<file path="src/rtl/sec_cfg_pkg.sv">
package sec_cfg_pkg;
  localparam int unsigned DATA_W = 32;
  localparam int unsigned ADDR_W = 12;
  localparam int unsigned APB_PPCS = 2;
  localparam int unsigned EXP_PPCS = 4;
  localparam int unsigned APB_EXP_BASE = 4;
  localparam int unsigned AHB_EXP_BASE = 20;
  localparam int unsigned MPC_EXP_BASE = 16;
  localparam logic [DATA_W-1:0] PPC_MASK = 32'h00F0_00F3;
  localparam logic [DATA_W-1:0] BRG_MASK = 32'hFFFF_0000;

  localparam logic [ADDR_W-1:0] OFS_RESP   = 12'h010;
  localparam logic [ADDR_W-1:0] OFS_NSC    = 12'h014;
  localparam logic [ADDR_W-1:0] OFS_MPC    = 12'h01C;
  localparam logic [ADDR_W-1:0] OFS_STAT   = 12'h020;
  localparam logic [ADDR_W-1:0] OFS_CLR    = 12'h024;
  localparam logic [ADDR_W-1:0] OFS_EN     = 12'h028;
  localparam logic [ADDR_W-1:0] OFS_BRGEN  = 12'h048;
  localparam logic [ADDR_W-1:0] OFS_IDBASE = 12'hFD0;

  typedef enum logic [2:0] {
    RD_ZERO, RD_RESP, RD_NSC, RD_MPC, RD_STAT, RD_EN, RD_BRGEN, RD_ID
  } rdSel_e;

  typedef struct packed {
    logic       wrResp;
    logic       wrNsc;
    logic       wrEn;
    logic       wrClr;
    logic       wrBrg;
    logic       rdEn;
    rdSel_e     rdSel;
    logic [3:0] idIdx;
    logic [1:0] lane;
    logic [1:0] size;
  } ctlStrobe_t;

  function automatic logic [7:0] idByte(input logic [3:0] idx, input bit variant);
    logic [7:0] b;
    case (idx)
      4'd0:    b = 8'h04;
      4'd4:    b = 8'h52;
      4'd5:    b = 8'hB8;
      4'd6:    b = variant ? 8'h2B : 8'h0B;
      4'd8:    b = 8'h0D;
      4'd9:    b = 8'hF0;
      4'd10:   b = 8'h05;
      4'd11:   b = 8'hB1;
      default: b = 8'h00;
    endcase
    return b;
  endfunction
endpackage

</file>
<file path="src/rtl/sec_cfg_ctrl.sv">
module sec_cfg_ctrl
  import sec_cfg_pkg::*;
(
  input  logic              busSel,
  input  logic              busWrite,
  input  logic [ADDR_W-1:0] busAddr,
  input  logic [1:0]        busSize,
  output ctlStrobe_t        ctl
);
  logic [ADDR_W-1:0] wordAddr;
  logic [ADDR_W-1:0] idOfs;
  logic              wordWrite;
  logic              isId;

  assign wordAddr  = {busAddr[ADDR_W-1:2], 2'b00};
  assign wordWrite = busSel && busWrite && (busSize == 2'd2);
  assign isId      = (wordAddr >= OFS_IDBASE);
  assign idOfs     = wordAddr - OFS_IDBASE;

  always_comb begin
    ctl        = '0;
    ctl.rdSel  = RD_ZERO;
    ctl.rdEn   = busSel && !busWrite;
    ctl.lane   = busAddr[1:0];
    ctl.size   = busSize;
    ctl.idIdx  = idOfs[5:2];
    ctl.wrResp = wordWrite && (wordAddr == OFS_RESP);
    ctl.wrNsc  = wordWrite && (wordAddr == OFS_NSC);
    ctl.wrEn   = wordWrite && (wordAddr == OFS_EN);
    ctl.wrClr  = wordWrite && (wordAddr == OFS_CLR);
    ctl.wrBrg  = wordWrite && (wordAddr == OFS_BRGEN);
    case (wordAddr)
      OFS_RESP:  ctl.rdSel = RD_RESP;
      OFS_NSC:   ctl.rdSel = RD_NSC;
      OFS_MPC:   ctl.rdSel = RD_MPC;
      OFS_STAT:  ctl.rdSel = RD_STAT;
      OFS_EN:    ctl.rdSel = RD_EN;
      OFS_BRGEN: ctl.rdSel = RD_BRGEN;
      default:   ctl.rdSel = isId ? RD_ID : RD_ZERO;
    endcase
  end
endmodule

</file>
<file path="src/rtl/sec_cfg_datapath.sv">
module sec_cfg_datapath
  import sec_cfg_pkg::*;
#(
  parameter int unsigned NUM_MPC     = 4,
  parameter int unsigned NUM_EXP_MPC = 4,
  parameter bit          ID_VARIANT  = 1'b0
) (
  input  logic                   clk,
  input  logic                   rstN,
  input  ctlStrobe_t             ctl,
  input  logic [DATA_W-1:0]      busWdata,
  output logic [DATA_W-1:0]      busRdata,
  input  logic [NUM_MPC-1:0]     mpcIrq,
  input  logic [NUM_EXP_MPC-1:0] mpcExpIrq,
  input  logic [APB_PPCS-1:0]    apbPpcIrq,
  input  logic [EXP_PPCS-1:0]    apbExpPpcIrq,
  input  logic [EXP_PPCS-1:0]    ahbExpPpcIrq,
  output logic                   respCfgOut,
  output logic [1:0]             nscCfgOut,
  output logic [DATA_W-1:0]      ppcIntEnOut,
  output logic [DATA_W-1:0]      ppcIntStatOut
);
  logic              respQ;
  logic [1:0]        nscQ;
  logic [DATA_W-1:0] enQ;
  logic [DATA_W-1:0] brgQ;
  logic [DATA_W-1:0] mpcQ;
  logic [DATA_W-1:0] mpcVec;
  logic [DATA_W-1:0] irqVec;
  logic [DATA_W-1:0] clrVec;
  logic [DATA_W-1:0] statQ;
  logic [DATA_W-1:0] wordVal;
  logic [DATA_W-1:0] shifted;
  logic [DATA_W-1:0] laneVal;

  always_comb begin
    irqVec = '0;
    for (int i = 0; i < APB_PPCS; i++) irqVec[i] = apbPpcIrq[i];
    for (int i = 0; i < EXP_PPCS; i++) begin
      irqVec[APB_EXP_BASE + i] = apbExpPpcIrq[i];
      irqVec[AHB_EXP_BASE + i] = ahbExpPpcIrq[i];
    end
    mpcVec = '0;
    mpcVec[NUM_MPC-1:0] = mpcIrq;
    mpcVec[MPC_EXP_BASE +: NUM_EXP_MPC] = mpcExpIrq;
  end

  assign clrVec = ctl.wrClr ? (busWdata & PPC_MASK) : '0;

  // one sticky flop per implemented status position, constant zero elsewhere
  for (genvar b = 0; b < DATA_W; b++) begin : g_stat
    if (PPC_MASK[b]) begin : g_flop
      logic bitQ;
      always_ff @(posedge clk or negedge rstN) begin
        if (!rstN)          bitQ <= 1'b0;
        else if (irqVec[b]) bitQ <= 1'b1;
        else if (clrVec[b]) bitQ <= 1'b0;
      end
      assign statQ[b] = bitQ;
    end else begin : g_tie
      assign statQ[b] = 1'b0;
    end
  end

  always_ff @(posedge clk or negedge rstN) begin
    if (!rstN) begin
      respQ <= 1'b0;
      nscQ  <= '0;
      enQ   <= '0;
      brgQ  <= '0;
      mpcQ  <= '0;
    end else begin
      mpcQ <= mpcVec;
      if (ctl.wrResp) respQ <= busWdata[0];
      if (ctl.wrNsc)  nscQ  <= busWdata[1:0];
      if (ctl.wrEn)   enQ   <= busWdata & PPC_MASK;
      if (ctl.wrBrg)  brgQ  <= busWdata & BRG_MASK;
    end
  end

  always_comb begin
    case (ctl.rdSel)
      RD_RESP:  wordVal = {{(DATA_W-1){1'b0}}, respQ};
      RD_NSC:   wordVal = {{(DATA_W-2){1'b0}}, nscQ};
      RD_MPC:   wordVal = mpcQ;
      RD_STAT:  wordVal = statQ;
      RD_EN:    wordVal = enQ;
      RD_BRGEN: wordVal = brgQ;
      RD_ID:    wordVal = {24'h0, idByte(ctl.idIdx, ID_VARIANT)};
      default:  wordVal = '0;
    endcase
    shifted = wordVal >> {ctl.lane, 3'b000};
    case (ctl.size)
      2'd0:    laneVal = {24'h0, shifted[7:0]};
      2'd1:    laneVal = {16'h0, shifted[15:0]};
      default: laneVal = wordVal;
    endcase
  end

  always_ff @(posedge clk or negedge rstN) begin
    if (!rstN)         busRdata <= '0;
    else if (ctl.rdEn) busRdata <= laneVal;
  end

  assign respCfgOut    = respQ;
  assign nscCfgOut     = nscQ;
  assign ppcIntEnOut   = enQ;
  assign ppcIntStatOut = statQ;

  assert_sticky_set_R7: assert property (@(posedge clk) disable iff (!rstN)
    (irqVec != '0) |=> ((statQ & $past(irqVec)) == $past(irqVec)));
  assert_brg_low_clear_R10: assert property (@(posedge clk) disable iff (!rstN)
    ctl.wrBrg |=> (brgQ[15:0] == 16'h0));
endmodule

</file>
<file path="src/rtl/sec_cfg_regs.sv">
module sec_cfg_regs
  import sec_cfg_pkg::*;
#(
  parameter int unsigned NUM_MPC     = 4,
  parameter int unsigned NUM_EXP_MPC = 4,
  parameter bit          ID_VARIANT  = 1'b0
) (
  input  logic                   clk,
  input  logic                   rstN,
  input  logic                   busSel,
  input  logic                   busWrite,
  input  logic [ADDR_W-1:0]      busAddr,
  input  logic [1:0]             busSize,
  input  logic [DATA_W-1:0]      busWdata,
  output logic [DATA_W-1:0]      busRdata,
  input  logic [NUM_MPC-1:0]     mpcIrq,
  input  logic [NUM_EXP_MPC-1:0] mpcExpIrq,
  input  logic [APB_PPCS-1:0]    apbPpcIrq,
  input  logic [EXP_PPCS-1:0]    apbExpPpcIrq,
  input  logic [EXP_PPCS-1:0]    ahbExpPpcIrq,
  output logic                   respCfgOut,
  output logic [1:0]             nscCfgOut,
  output logic [DATA_W-1:0]      ppcIntEnOut,
  output logic [DATA_W-1:0]      ppcIntStatOut
);
  ctlStrobe_t ctl;

  sec_cfg_ctrl u_ctrl (
    .busSel  (busSel),
    .busWrite(busWrite),
    .busAddr (busAddr),
    .busSize (busSize),
    .ctl     (ctl)
  );

  sec_cfg_datapath #(
    .NUM_MPC    (NUM_MPC),
    .NUM_EXP_MPC(NUM_EXP_MPC),
    .ID_VARIANT (ID_VARIANT)
  ) u_dp (
    .clk          (clk),
    .rstN         (rstN),
    .ctl          (ctl),
    .busWdata     (busWdata),
    .busRdata     (busRdata),
    .mpcIrq       (mpcIrq),
    .mpcExpIrq    (mpcExpIrq),
    .apbPpcIrq    (apbPpcIrq),
    .apbExpPpcIrq (apbExpPpcIrq),
    .ahbExpPpcIrq (ahbExpPpcIrq),
    .respCfgOut   (respCfgOut),
    .nscCfgOut    (nscCfgOut),
    .ppcIntEnOut  (ppcIntEnOut),
    .ppcIntStatOut(ppcIntStatOut)
  );

  logic [ADDR_W-1:0] wAddr;
  logic              fullWr;
  logic              narrowWr;
  assign wAddr    = {busAddr[ADDR_W-1:2], 2'b00};
  assign fullWr   = busSel && busWrite && (busSize == 2'd2);
  assign narrowWr = busSel && busWrite && (busSize != 2'd2);

  assert_resp_kept_R5: assert property (@(posedge clk) disable iff (!rstN)
    (fullWr && wAddr == OFS_RESP) |=> (respCfgOut == $past(busWdata[0])));
  assert_en_masked_R6: assert property (@(posedge clk) disable iff (!rstN)
    (fullWr && wAddr == OFS_EN) |=> (ppcIntEnOut == ($past(busWdata) & PPC_MASK)));
  assert_narrow_drop_R4: assert property (@(posedge clk) disable iff (!rstN)
    narrowWr |=> ($stable(ppcIntEnOut) && $stable(respCfgOut) && $stable(nscCfgOut)));
  assert_brg_stat_zero_R10: assert property (@(posedge clk) disable iff (!rstN)
    (busSel && !busWrite && wAddr == 12'h040) |=> (busRdata == '0));
  assert_clear_effect_R8: assert property (@(posedge clk) disable iff (!rstN)
    (fullWr && wAddr == OFS_CLR && apbPpcIrq == '0 && apbExpPpcIrq == '0 && ahbExpPpcIrq == '0)
      |=> ((ppcIntStatOut & $past(busWdata) & PPC_MASK) == '0));
endmodule

</file>
<file path="config.mk">
export PLATFORM = sky130hd
export DESIGN_NAME = sec_cfg_regs
export DESIGN_NICKNAME = d
export VERILOG_FILES = /design/src/rtl/sec_cfg_pkg.sv /design/src/rtl/sec_cfg_ctrl.sv /design/src/rtl/sec_cfg_datapath.sv /design/src/rtl/sec_cfg_regs.sv
export SDC_FILE = /design/constraint.sdc
export NUM_CORES = 1
export LEC_CHECK = 0
export BUFFER_PORTS_ARGS = -buffer_cell sky130_fd_sc_hd__buf_2
export CORE_MARGIN = 2
export CORE_UTILIZATION = 40
export DETAILED_ROUTE_END_ITERATION = 16
export GPL_TIMING_DRIVEN = 0
export PLACE_DENSITY = 0.77
export SLEW_MARGIN = 20
export SYNTH_ARGS = -nofsm -noshare
export SYNTH_HDL_FRONTEND = slang
export SYNTH_SLANG_ARGS = --single-unit
</file>
<file path="constraint.sdc">
create_clock -name clk -period 2.8 [get_ports clk]
set_input_delay 0.42 -clock clk [delete_from_list [all_inputs] [get_ports clk]]
set_output_delay 0.42 -clock clk [all_outputs]
set_load 0.01 [all_outputs]
</file>
==> out/metrics.cfg, run 1 <==
[clock_tree]
cts_resized = 0
cts-root-buf = clkbuf_8
htreeDepth = 3
tritoncts = done
clk_latency_ns = 0.39
cts_buffers = 9
clock_path_buffers = 2
cts.clk_slew.worst_paths_ns = 0.10
clkSinkCount = 79

[worst_setup_path]
path_class = in2reg
critical_path_arrival_ns = 2.86
rrSetupSlack_ns = 1.38
cp.required_ns = 3.09
cp-end-kind = flop
cp-start-kind = input port
critical_path.max_fanout = 8

[synthesis]
synth_seq_cells = 79
syn-cell-area_sq_um = 4320
ys_seq_area_share_pct = 45.8
syn_inst = 413
synth_edf_count = 0
async_reset_ff_share_pct = 100
synthFlopType = dfrtp_1
ys_warn_count = 0
syn_avg_cell_area_sq_um = 10.5
yosysUniqueCellTypes = 60

[sta]
setup_ws_ns = 0.233
hold_slack_ns = 0.128
slew_headroom_pct = 59.4
finalSetupViolCount = 0
post-route-min-period_ns = 2.57
report.final.slew_viol_count = 0
finalHoldViolations = 0
worstMarginPinSlew_ns = 0.608
fin_crit_sh_pct = 91.7
max_freq_mhz = 390
finClkSkew_ns = 0.0206
rsz0062_at_grt = no
setup_tns_ns = 0

[placement]
dp_slack_ns = -0.116
place_area_sq_um = 5220
place.gp.congestion = 0.887
dp_cells = 702
post-dp-hpwl_um = 8940
io_buffers = 109

[min_path]
hold_class = in2reg

[die]
die_w_um = 108
ios = 167
fp.dieArea_sq_um = 11600
die_h_um = 108
coreArea_sq_um = 10400
start_util_pct = 41.4
rows = 37

[layout]
antennaDiodeCount = 0
final_cell_mix = 112 x buf_2, 79 x dfrtp_1, 57 x buf_4, 44 x nand2_1, 44 x conb_1
fin_area_sq_um = 5460
layout.nets = 655
syn_to_final_growth_pct = 26.4
utilization_pct = 52.4
mostFrequentLayoutCell = buf_2
final_cells = 719
drive_above_1_share_pct = 39.1

[routing]
ant_nets = 0
via_per_inst = 5.11
wirelength_um = 11600
first_pass_iters = 4
wire_per_inst_um = 16.1
drtIter0Drc = 236
drc = 0
vias = 3674

[global_route]
first_global_vias = 3606
grtUsageTotal_pct = 20.6
antenna_found_initial = 0
grt_first_pass_wirelength_um = 18300
overflow = 0
grt_max_degree = 49

[run]
max-cap-violations = 0

[power_and_ir_drop]
power.total_mw = 2.43
peakVddDrop_v = 0.000316
leakagePower_nw = 2.79
power_density_nw_per_um2 = 446

[status]
status = complete, no violations

path summary, 6_finish.rpt:
path | startpoint | end | depth (start not counted)
worst min-delay path | mpcExpIrq[3] | u_dp.mpcQ[19] | 1
worst min register to register | u_dp.busRdata[18] | u_dp.busRdata[18] | 2
min in group asynchronous | rstN | u_dp.busRdata[16] | 2
max in group asynchronous | rstN | u_dp.ppcIntEnOut[21] | 3
worst max register to register | u_dp.g_stat[5].g_flop.bitQ | u_dp.busRdata[5] | 4
worst max-delay path | busAddr[2] | u_dp.busRdata[6] | 10
cell usage after synthesis (2+ instances only):
master / instances / share of area (%)
a211o_1: 2 / 0.41
buf_2: 4 / 0.46
nand4_1: 4 / 0.58
a22oi_1: 15 / 2.6
and3_1: 3 / 0.43
nor3_4: 2 / 0.75
o211ai_1: 2 / 0.35
a22o_1: 12 / 2.4
clkbuf_1: 7 / 0.61
nand2b_1: 2 / 0.29
o22ai_1: 5 / 0.72
nand2_1: 44 / 3.8
dfrtp_1: 79 / 46
a221oi_1: 5 / 1.0
o21a_1: 2 / 0.35
buf_4: 56 / 9.7
nor2_1: 12 / 1.0
a21o_1: 14 / 2.4
nor3b_1: 2 / 0.35
a21oi_1: 9 / 1.0
a31o_1: 2 / 0.41
o21ai_1: 12 / 1.4
o21ai_0: 12 / 1.4
nand3_1: 10 / 1.2
inv_1: 8 / 0.70
ha_1: 9 / 2.6
or3_1: 5 / 0.72
or2b_1: 2 / 0.35
and2_1: 4 / 0.58
mux2_2: 31 / 8.1
a31oi_1: 8 / 1.2
layer usage:
metal	global-route usage [%]	vias to the layer above	wire length, um
li1	-	1732	-
met1	27.2	1766	4950
met2	33.0	162	5490
met3	5.33	14	925
met4	6.59	0	196
met5	0	-	0
power by group:
part	leakage (nW)	internal (mW)	switching, mW
clock network	0.110	0.527	0.450
logic	1.65	0.122	0.170
registers	1.03	1.16	0.00971
total	2.79	1.80	0.630
flip-flops by register name, summed over array words and instances (netlist names):
name,cells
u_dp.respCfgOut,1
u_dp.nscCfgOut,2
u_dp.busRdata,32
u_dp.ppcIntEnOut,10
u_dp.mpcQ,8
u_dp.g_stat.g_flop.bitQ,10
u_dp.brgQ,16
cells by family after synthesis:
kind of cell,synth area share (%)
flops,45.8
buf+inv,11.8
mux,8.32
fa+ha+maj,2.61
other cells,0.0869
compound gates,18.9
simple gates,12.5
layout make-up:
cell class / count / area (sq um)
multi-input combinational: 300 / 1990
timing repair buffer: 111 / 586
clock inverter: 5 / 81.3
inverter: 8 / 30.0
fill: 977 / 4960
tap: 136 / 170
clock buffer: 11 / 141
sequential: 79 / 1980
buffer: 69 / 479
critical path: stages:
cell	delay (ns)
buf_2	0.14
inv_1	0.09
ha_1	0.14
clkbuf_1	0.34
o21ai_1	0.24
or2b_1	0.32
nor2_1	0.40
a221oi_1	0.20
or3_1	0.37
a22oi_1	0.19
repair_timing:
item | in CTS | in global routing
setup buffers | 0 | 0
hold buffers | 1 | 0
hold endpoints to repair | 10 | 0
No activity file was read; power rests on OpenSTA's default activity.
==> run 2: changes to the inputs <==
--- a/config.mk
+++ b/config.mk
@@ -11,6 +11,7 @@
 export DETAILED_ROUTE_END_ITERATION = 16
 export GPL_TIMING_DRIVEN = 0
 export PLACE_DENSITY = 0.77
+export RECOVER_POWER = 50
 export SLEW_MARGIN = 20
 export SYNTH_ARGS = -nofsm -noshare
 export SYNTH_HDL_FRONTEND = slang
==> run 2 against run 1 <==
The flow now finishes with violations (max-capacitance violations, max-slew violations). Critical path depth did not move. First-iteration DRC count fell by 9.7%. Maximum frequency rose by 0.22%. Die area did not move. Highest routed layer unchanged.
==> out/metrics.cfg, run 2 (synthesized netlist as in run 1, its figures left out) <==
[layout]
drive_above_1_share_pct = 35.7  ; was 39.1%
final_cell_mix = 93 x buf_2, 79 x dfrtp_1, 56 x buf_4, 44 x nand2_1, 44 x conb_1  ; was 112 x buf_2, 79 x dfrtp_1, 57 x buf_4, 44 x nand2_1, 44 x conb_1
final_cells = 719  ; unchanged
mostFrequentLayoutCell = buf_2  ; unchanged
multi_input_area_sq_um = 1990  ; unchanged
regArea_sq_um = 1980  ; unchanged
fin_area_sq_um = 5430  ; was 5460 sq um
antennaDiodeCount = 0  ; unchanged
largest_register_ffs = 32  ; unchanged
layout.nets = 655  ; unchanged
utilization_pct = 52.1  ; was 52.4%
syn_to_final_growth_pct = 25.8  ; was 26.4%
regMostFlops = u_dp.busRdata  ; unchanged
n_fill_cell = 984  ; was 977
reg.largest.list = u_dp.busRdata: 32 flops, u_dp.brgQ: 16 flops  ; unchanged

[routing]
wire_per_inst_um = 16.1  ; about the same
ant_nets = 0  ; unchanged
drc = 0  ; unchanged
drtIter0Drc = 213  ; was 236
vias = 3676  ; was 3,674
via_per_inst = 5.11  ; about the same
wirelength_um = 11600  ; about the same
first_pass_iters = 4  ; unchanged

[sta]
worstMarginPinSlew_ns = 1.84  ; was 0.608 ns
max_freq_mhz = 390  ; about the same
hold_slack_ns = 0.128  ; about the same
setup_tns_ns = 0  ; unchanged
setup_ws_ns = 0.239  ; was 0.233 ns
post-route-min-period_ns = 2.56  ; was 2.57 ns
slew_headroom_pct = -22.5  ; was 59.4%
finalSetupViolCount = 0  ; unchanged
finClkSkew_ns = 0.0210  ; was 0.0206 ns
finalHoldViolations = 0  ; unchanged
fin_crit_sh_pct = 91.5  ; was 91.7%
report.final.slew_viol_count = 32  ; was 0
rsz0062_at_grt = no  ; unchanged

[worst_setup_path]
critical_path_depth = 10  ; unchanged
path_cells = buf_2 -> inv_1 -> ha_1 -> clkbuf_1 -> o21ai_1 -> or2b_1 -> nor2_1 -> a221oi_1 -> or3_1 -> a22oi_1  ; unchanged
cp_num_buf_inv = 3  ; unchanged
critical_path_arrival_ns = 2.85  ; was 2.86 ns
cp-start-kind = input port  ; unchanged
cp-end-kind = flop  ; unchanged
cp.required_ns = 3.09  ; about the same
path_class = in2reg  ; unchanged
crit_family = simple AND/OR/NAND/NOR gates  ; unchanged
critical_path.max_fanout = 8  ; unchanged
slowest_stage = nor2_1  ; unchanged
r2r_cells = 4  ; unchanged
rrSetupSlack_ns = 1.38  ; about the same
critical-path-max-stage-delay_ns = 0.39  ; was 0.40 ns

[placement]
place.gp.congestion = 0.887  ; unchanged
io_buffers = 109  ; unchanged
dp_slack_ns = -0.116  ; unchanged
place_area_sq_um = 5220  ; unchanged
post-dp-hpwl_um = 8940  ; unchanged
dp_cells = 702  ; unchanged

[clock_tree]
cts-root-buf = clkbuf_8  ; unchanged
post-cts-setup-buffers = 0  ; unchanged
ctsHoldBuffers = 1  ; unchanged
cts.clk_slew.worst_paths_ns = 0.10  ; about the same
htreeDepth = 3  ; unchanged
cts_buffers = 9  ; unchanged
tritoncts = done  ; unchanged
clk_latency_ns = 0.39  ; about the same
clock_path_buffers = 2  ; unchanged
cts_resized = 0  ; unchanged
clkSinkCount = 79  ; unchanged

[min_path]
hold_class = in2reg  ; unchanged
whs_path_depth = 1  ; unchanged

[die]
fp.dieArea_sq_um = 11600  ; unchanged
ios = 167  ; unchanged
die_w_um = 108  ; unchanged
start_util_pct = 41.4  ; unchanged
rows = 37  ; unchanged
die_h_um = 108  ; unchanged
coreArea_sq_um = 10400  ; unchanged

[power_and_ir_drop]
power_density_nw_per_um2 = 448  ; was 446 nW/um^2
leakagePower_nw = 2.70  ; was 2.79 nW
power.total_mw = 2.43  ; about the same
peakVddDrop_v = 0.000316  ; about the same

[run]
max-cap-violations = 1  ; was 0

[global_route]
grt_max_degree = 49  ; unchanged
grt_first_pass_wirelength_um = 18300  ; unchanged
antenna_found_initial = 0  ; unchanged
first_global_vias = 3606  ; unchanged
grtUsageTotal_pct = 20.6  ; unchanged
overflow = 0  ; unchanged

[status]
status = finished, violations left  ; was complete, no violations
violations = max-capacitance violations, max-slew violations

[run 2: cell types whose count changed in the layout (fill, tap and decap cells not counted), sizes merged]
cell,change
clkbuf,+20
buf,-20
[run 2: power by group]
| part | total, mW | internal, mW | switching (mW) |
|---|---|---|---|
| Clock | 0.976 | 0.527 | 0.449 |
| Combinational | 0.291 | 0.121 | 0.170 |
| Sequential | 1.17 | 1.16 | 0.00946 |
| Total | 2.43 | 1.80 | 0.628 |
[run 2: routing by layer]
metal	wire length (um)	GRT usage (%)
met1	4950	27.2
met2	5490	33.0
met3	939	5.33
met4	199	6.59
met5	0	0
[run 2: final timing paths]
check	from	endpoint
worst max-delay path	busAddr[2]	u_dp.busRdata[6]
worst max register to register	u_dp.g_stat[5].g_flop.bitQ	u_dp.busRdata[5]
max in group asynchronous	rstN	u_dp.g_stat[5].g_flop.bitQ
worst min-delay path	mpcExpIrq[3]	u_dp.mpcQ[19]
min in group asynchronous	rstN	u_dp.busRdata[16]
worst min register to register	u_dp.busRdata[21]	u_dp.busRdata[21]
[run 2: final cells by class]
| class | instances | area share, % |
|---|---|---|
| clock inverter | 5 | 1.50 |
| sequential | 79 | 36.4 |
| multi-input combinational | 300 | 36.7 |
| clock buffer | 11 | 2.60 |
| buffer | 69 | 8.83 |
| inverter | 8 | 0.553 |
| tap | 136 | 3.13 |
| timing repair buffer | 111 | 10.3 |
==> run 3: changes to the inputs <==
--- a/config.mk
+++ b/config.mk
@@ -10,9 +10,10 @@
 export CORE_UTILIZATION = 40
 export DETAILED_ROUTE_END_ITERATION = 16
 export GPL_TIMING_DRIVEN = 0
-export PLACE_DENSITY = 0.77
+export PLACE_DENSITY = 0.76
 export RECOVER_POWER = 50
 export SLEW_MARGIN = 20
 export SYNTH_ARGS = -nofsm -noshare
 export SYNTH_HDL_FRONTEND = slang
+export SYNTH_HIERARCHICAL = 1
 export SYNTH_SLANG_ARGS = --single-unit
==> run 3 against run 2 <==
The run still ends with max-capacitance violations, max-slew violations left. Hold slack gained 0.060 ns. Combinational power is essentially flat. Utilization shrank 1.1 points. Final cell count grew 2.4%. Clock power grew 21%. Largest cell class unchanged. Largest power group is now clock. Highest routed layer unchanged.
==> out/metrics.cfg, run 3 <==
[placement]
place_area_sq_um = 5490  ; was 5220 sq um
dp_cells = 720  ; was 702
place.gp.congestion = 0.860  ; was 0.887
post-dp-hpwl_um = 9630  ; was 8940 um
dp_slack_ns = -0.148  ; was -0.116 ns
io_buffers = 109  ; unchanged

[sta]
slew_headroom_pct = -31.9  ; was -22.5%
finalSetupViolCount = 0  ; unchanged
worstMarginPinSlew_ns = 1.98  ; was 1.84 ns
rsz0062_at_grt = no  ; unchanged
finClkSkew_ns = 0.00745  ; was 0.0210 ns
report.final.slew_viol_count = 37  ; was 32
post-route-min-period_ns = 2.66  ; was 2.56 ns
setup_ws_ns = 0.139  ; was 0.239 ns
finalHoldViolations = 0  ; unchanged
setup_tns_ns = 0  ; unchanged
hold_slack_ns = 0.188  ; was 0.128 ns
max_freq_mhz = 376  ; was 390 MHz
fin_crit_sh_pct = 95.0  ; was 91.5%

[power_and_ir_drop]
peakVddDrop_v = 0.000261  ; was 0.000316 V
power_density_nw_per_um2 = 459  ; was 448 nW/um^2
leakagePower_nw = 2.82  ; was 2.70 nW

[status]
violations = max-capacitance violations, max-slew violations  ; unchanged
status = finished, violations left  ; unchanged

[synthesis]
synth_seq_cells = 79  ; unchanged
synthFlopType = dfrtp_1  ; unchanged
ys_warn_count = 6  ; was 0
ys_seq_area_share_pct = 43.2  ; was 45.8%
synth_area_leaders = dfrtp_1 43%, buf_4 10%, mux2_2 6.9%, mux2i_1 3.1%, o2bb2ai_1 2.9%  ; was dfrtp_1 46%, buf_4 9.7%, mux2_2 8.1%, nand2_1 3.8%, a22oi_1 2.6%
async_reset_ff_share_pct = 100  ; unchanged
syn_avg_cell_area_sq_um = 10.8  ; was 10.5 sq um
synth_most_common_cell = dfrtp_1  ; unchanged
syn_inst = 424  ; was 413
synth_edf_count = 0  ; unchanged
yosysUniqueCellTypes = 67  ; was 60
netlist_top_cells_count = 79 x dfrtp_1, 61 x buf_4, 30 x nand2_1  ; was 79 x dfrtp_1, 56 x buf_4, 44 x nand2_1
yosys.area.top_type = dfrtp_1  ; unchanged
netlist.area_leader.share_pct = 43.2  ; was 45.8%
syn-cell-area_sq_um = 4580  ; was 4320 sq um

[layout]
final_cells = 736  ; was 719
layout.nets = 664  ; was 655
largest_register_ffs = 32  ; unchanged
reg.largest.list = u_dp/busRdata: 32 flops, u_dp/brgQ: 16 flops  ; was u_dp.busRdata: 32 flops, u_dp.brgQ: 16 flops
final_cell_mix = 99 x buf_2, 79 x dfrtp_1, 61 x buf_4, 44 x conb_1, 30 x nand2_1  ; was 93 x buf_2, 79 x dfrtp_1, 56 x buf_4, 44 x nand2_1, 44 x conb_1
mostFrequentLayoutCell = buf_2  ; unchanged
regMostFlops = u_dp/busRdata  ; was u_dp.busRdata
fin_area_sq_um = 5750  ; was 5430 sq um
antennaDiodeCount = 0  ; unchanged
drive_above_1_share_pct = 38.1  ; was 35.7%
syn_to_final_growth_pct = 25.5  ; was 25.8%

[clock_tree]
post-cts-setup-buffers = 0  ; unchanged
clkSinkCount = 79  ; unchanged
tritoncts = done  ; unchanged
ctsHoldBuffers = 0  ; was 1
cts_resized = 0  ; unchanged
cts-root-buf = clkbuf_16  ; was clkbuf_8
cts_buffers = 9  ; unchanged
clock_path_buffers = 2  ; unchanged
htreeDepth = 3  ; unchanged
clk_latency_ns = 0.34  ; was 0.39 ns
cts.clk_slew.worst_paths_ns = 0.06  ; was 0.10 ns

[routing]
via_per_inst = 5.06  ; was 5.11
drtIter0Drc = 167  ; was 213
vias = 3725  ; was 3,676
wire_per_inst_um = 16.7  ; was 16.1 um
first_pass_iters = 4  ; unchanged
wirelength_um = 12300  ; was 11,600 um
ant_nets = 0  ; unchanged
drc = 0  ; unchanged

[global_route]
overflow = 0  ; unchanged
grt_max_degree = 45  ; was 49
first_global_vias = 3651  ; was 3,606
grtUsageTotal_pct = 20.1  ; was 20.6%
grt_first_pass_wirelength_um = 19600  ; was 18,300 um
antenna_found_initial = 0  ; unchanged

[min_path]
min_from = mpcIrq[2]  ; was mpcExpIrq[3]
hold_class = in2reg  ; unchanged

[die]
fp.dieArea_sq_um = 12300  ; was 11,600 sq um
start_util_pct = 40.6  ; was 41.4%
coreArea_sq_um = 11300  ; was 10,400 sq um
die_h_um = 111  ; was 108 um
die_w_um = 111  ; was 108 um
ios = 167  ; unchanged
rows = 39  ; was 37

[worst_setup_path]
cp-end-kind = flop  ; unchanged
path_class = in2reg  ; unchanged
rrSetupSlack_ns = 1.36  ; was 1.38 ns
cp-start-kind = input port  ; unchanged
crit_start = busAddr[5]  ; was busAddr[2]
critical_path_arrival_ns = 2.86  ; was 2.85 ns
cp.required_ns = 3.00  ; was 3.09 ns
critical_path.max_fanout = 10  ; was 8
reg2reg_from = u_dp/g_stat[0].g_flop.bitQ  ; was u_dp.g_stat[5].g_flop.bitQ

[run]
max-cap-violations = 1  ; unchanged

run 3: changes by cell type after synthesis, moves of 5 or more:
cell / delta
buf_2: +6
buf_4: +5
mux2i_1: +13
o21ai_1: -10
a221oi_1: -5
nand2_1: -14
nand2b_1: +5
nand3b_1: +15
a22oi_1: -14
a31oi_1: -5
nor2b_1: +6
o2bb2ai_1: +14
run 3: metal layers:
metal,vias up,share of wire (%),GRT usage [%]
li1,1754,-,-
met1,1791,44,26.6
met2,168,47,32.2
met3,12,8.6,6.29
met4,0,1.2,5.25
met5,-,0,0
run 3: worst paths after layout:
path / to / cells past startpoint
worst max register to register: u_dp/busRdata[0] / 4
worst min-delay path: u_dp/mpcQ[2] / 1
max in group asynchronous: u_dp/busRdata[25] / 2
worst min register to register: u_dp/busRdata[16] / 1
worst max-delay path: u_dp/busRdata[0] / 12
min in group asynchronous: u_dp/g_stat[4].g_flop.bitQ / 1
run 3: layout make-up:
type                    instances  area, sq um
fillers                      1044         5530
multi-input cells             294         2120
flip-flops and latches         79         1980
plain buffers                  82          596
repair buffers                110          528
clock buffers                  11          243
well taps                     143          179
clock inverters                 5         56.3
inverters                      12         45.0
run 3: worst max-delay path, cell delays in order:
cell and delay [ns]:
buf_2 0.10, inv_1 0.10, ha_1 0.25, or3b_1 0.38
a211oi_2 0.33, a21o_1 0.17, buf_6 0.16, buf_6 0.17
mux2i_1 0.25, o21ai_0 0.11, o2111ai_1 0.26, o311ai_1 0.14
run 3: cells by family (layout without fill, tap and decap cells):
kind of cell	count (synthesis)	count (layout)	share of synthesized area, %
muxes	43	43	10.3
AOI/OAI and AO/OA	96	96	16.3
other	1	44	0.0819
buffers and inverters	94	220	14.0
adders and majority gates	8	8	2.19
and+or+nand+nor	103	103	14.0
DFF	79	79	43.2
run 3: per-stage QoR:
| step | power, mW | utilization (%) |
|---|---|---|
| 2_1_floorplan | 1.36 | - |
| 3_3_place_gp | 1.47 | 48.5 |
| 3_5_place_dp | 1.48 | 48.7 |
| 4_1_cts | 2.66 | 51.3 |
| 5_1_grt | 2.75 | 51.0 |
| 6_report | 2.64 | 51.0 |
run 3: power by group:
part | internal, mW | switching, mW
Combinational | 0.125 | 0.165
Sequential | 1.16 | 0.00939
Clock | 0.715 | 0.461
Total | 2.00 | 0.636
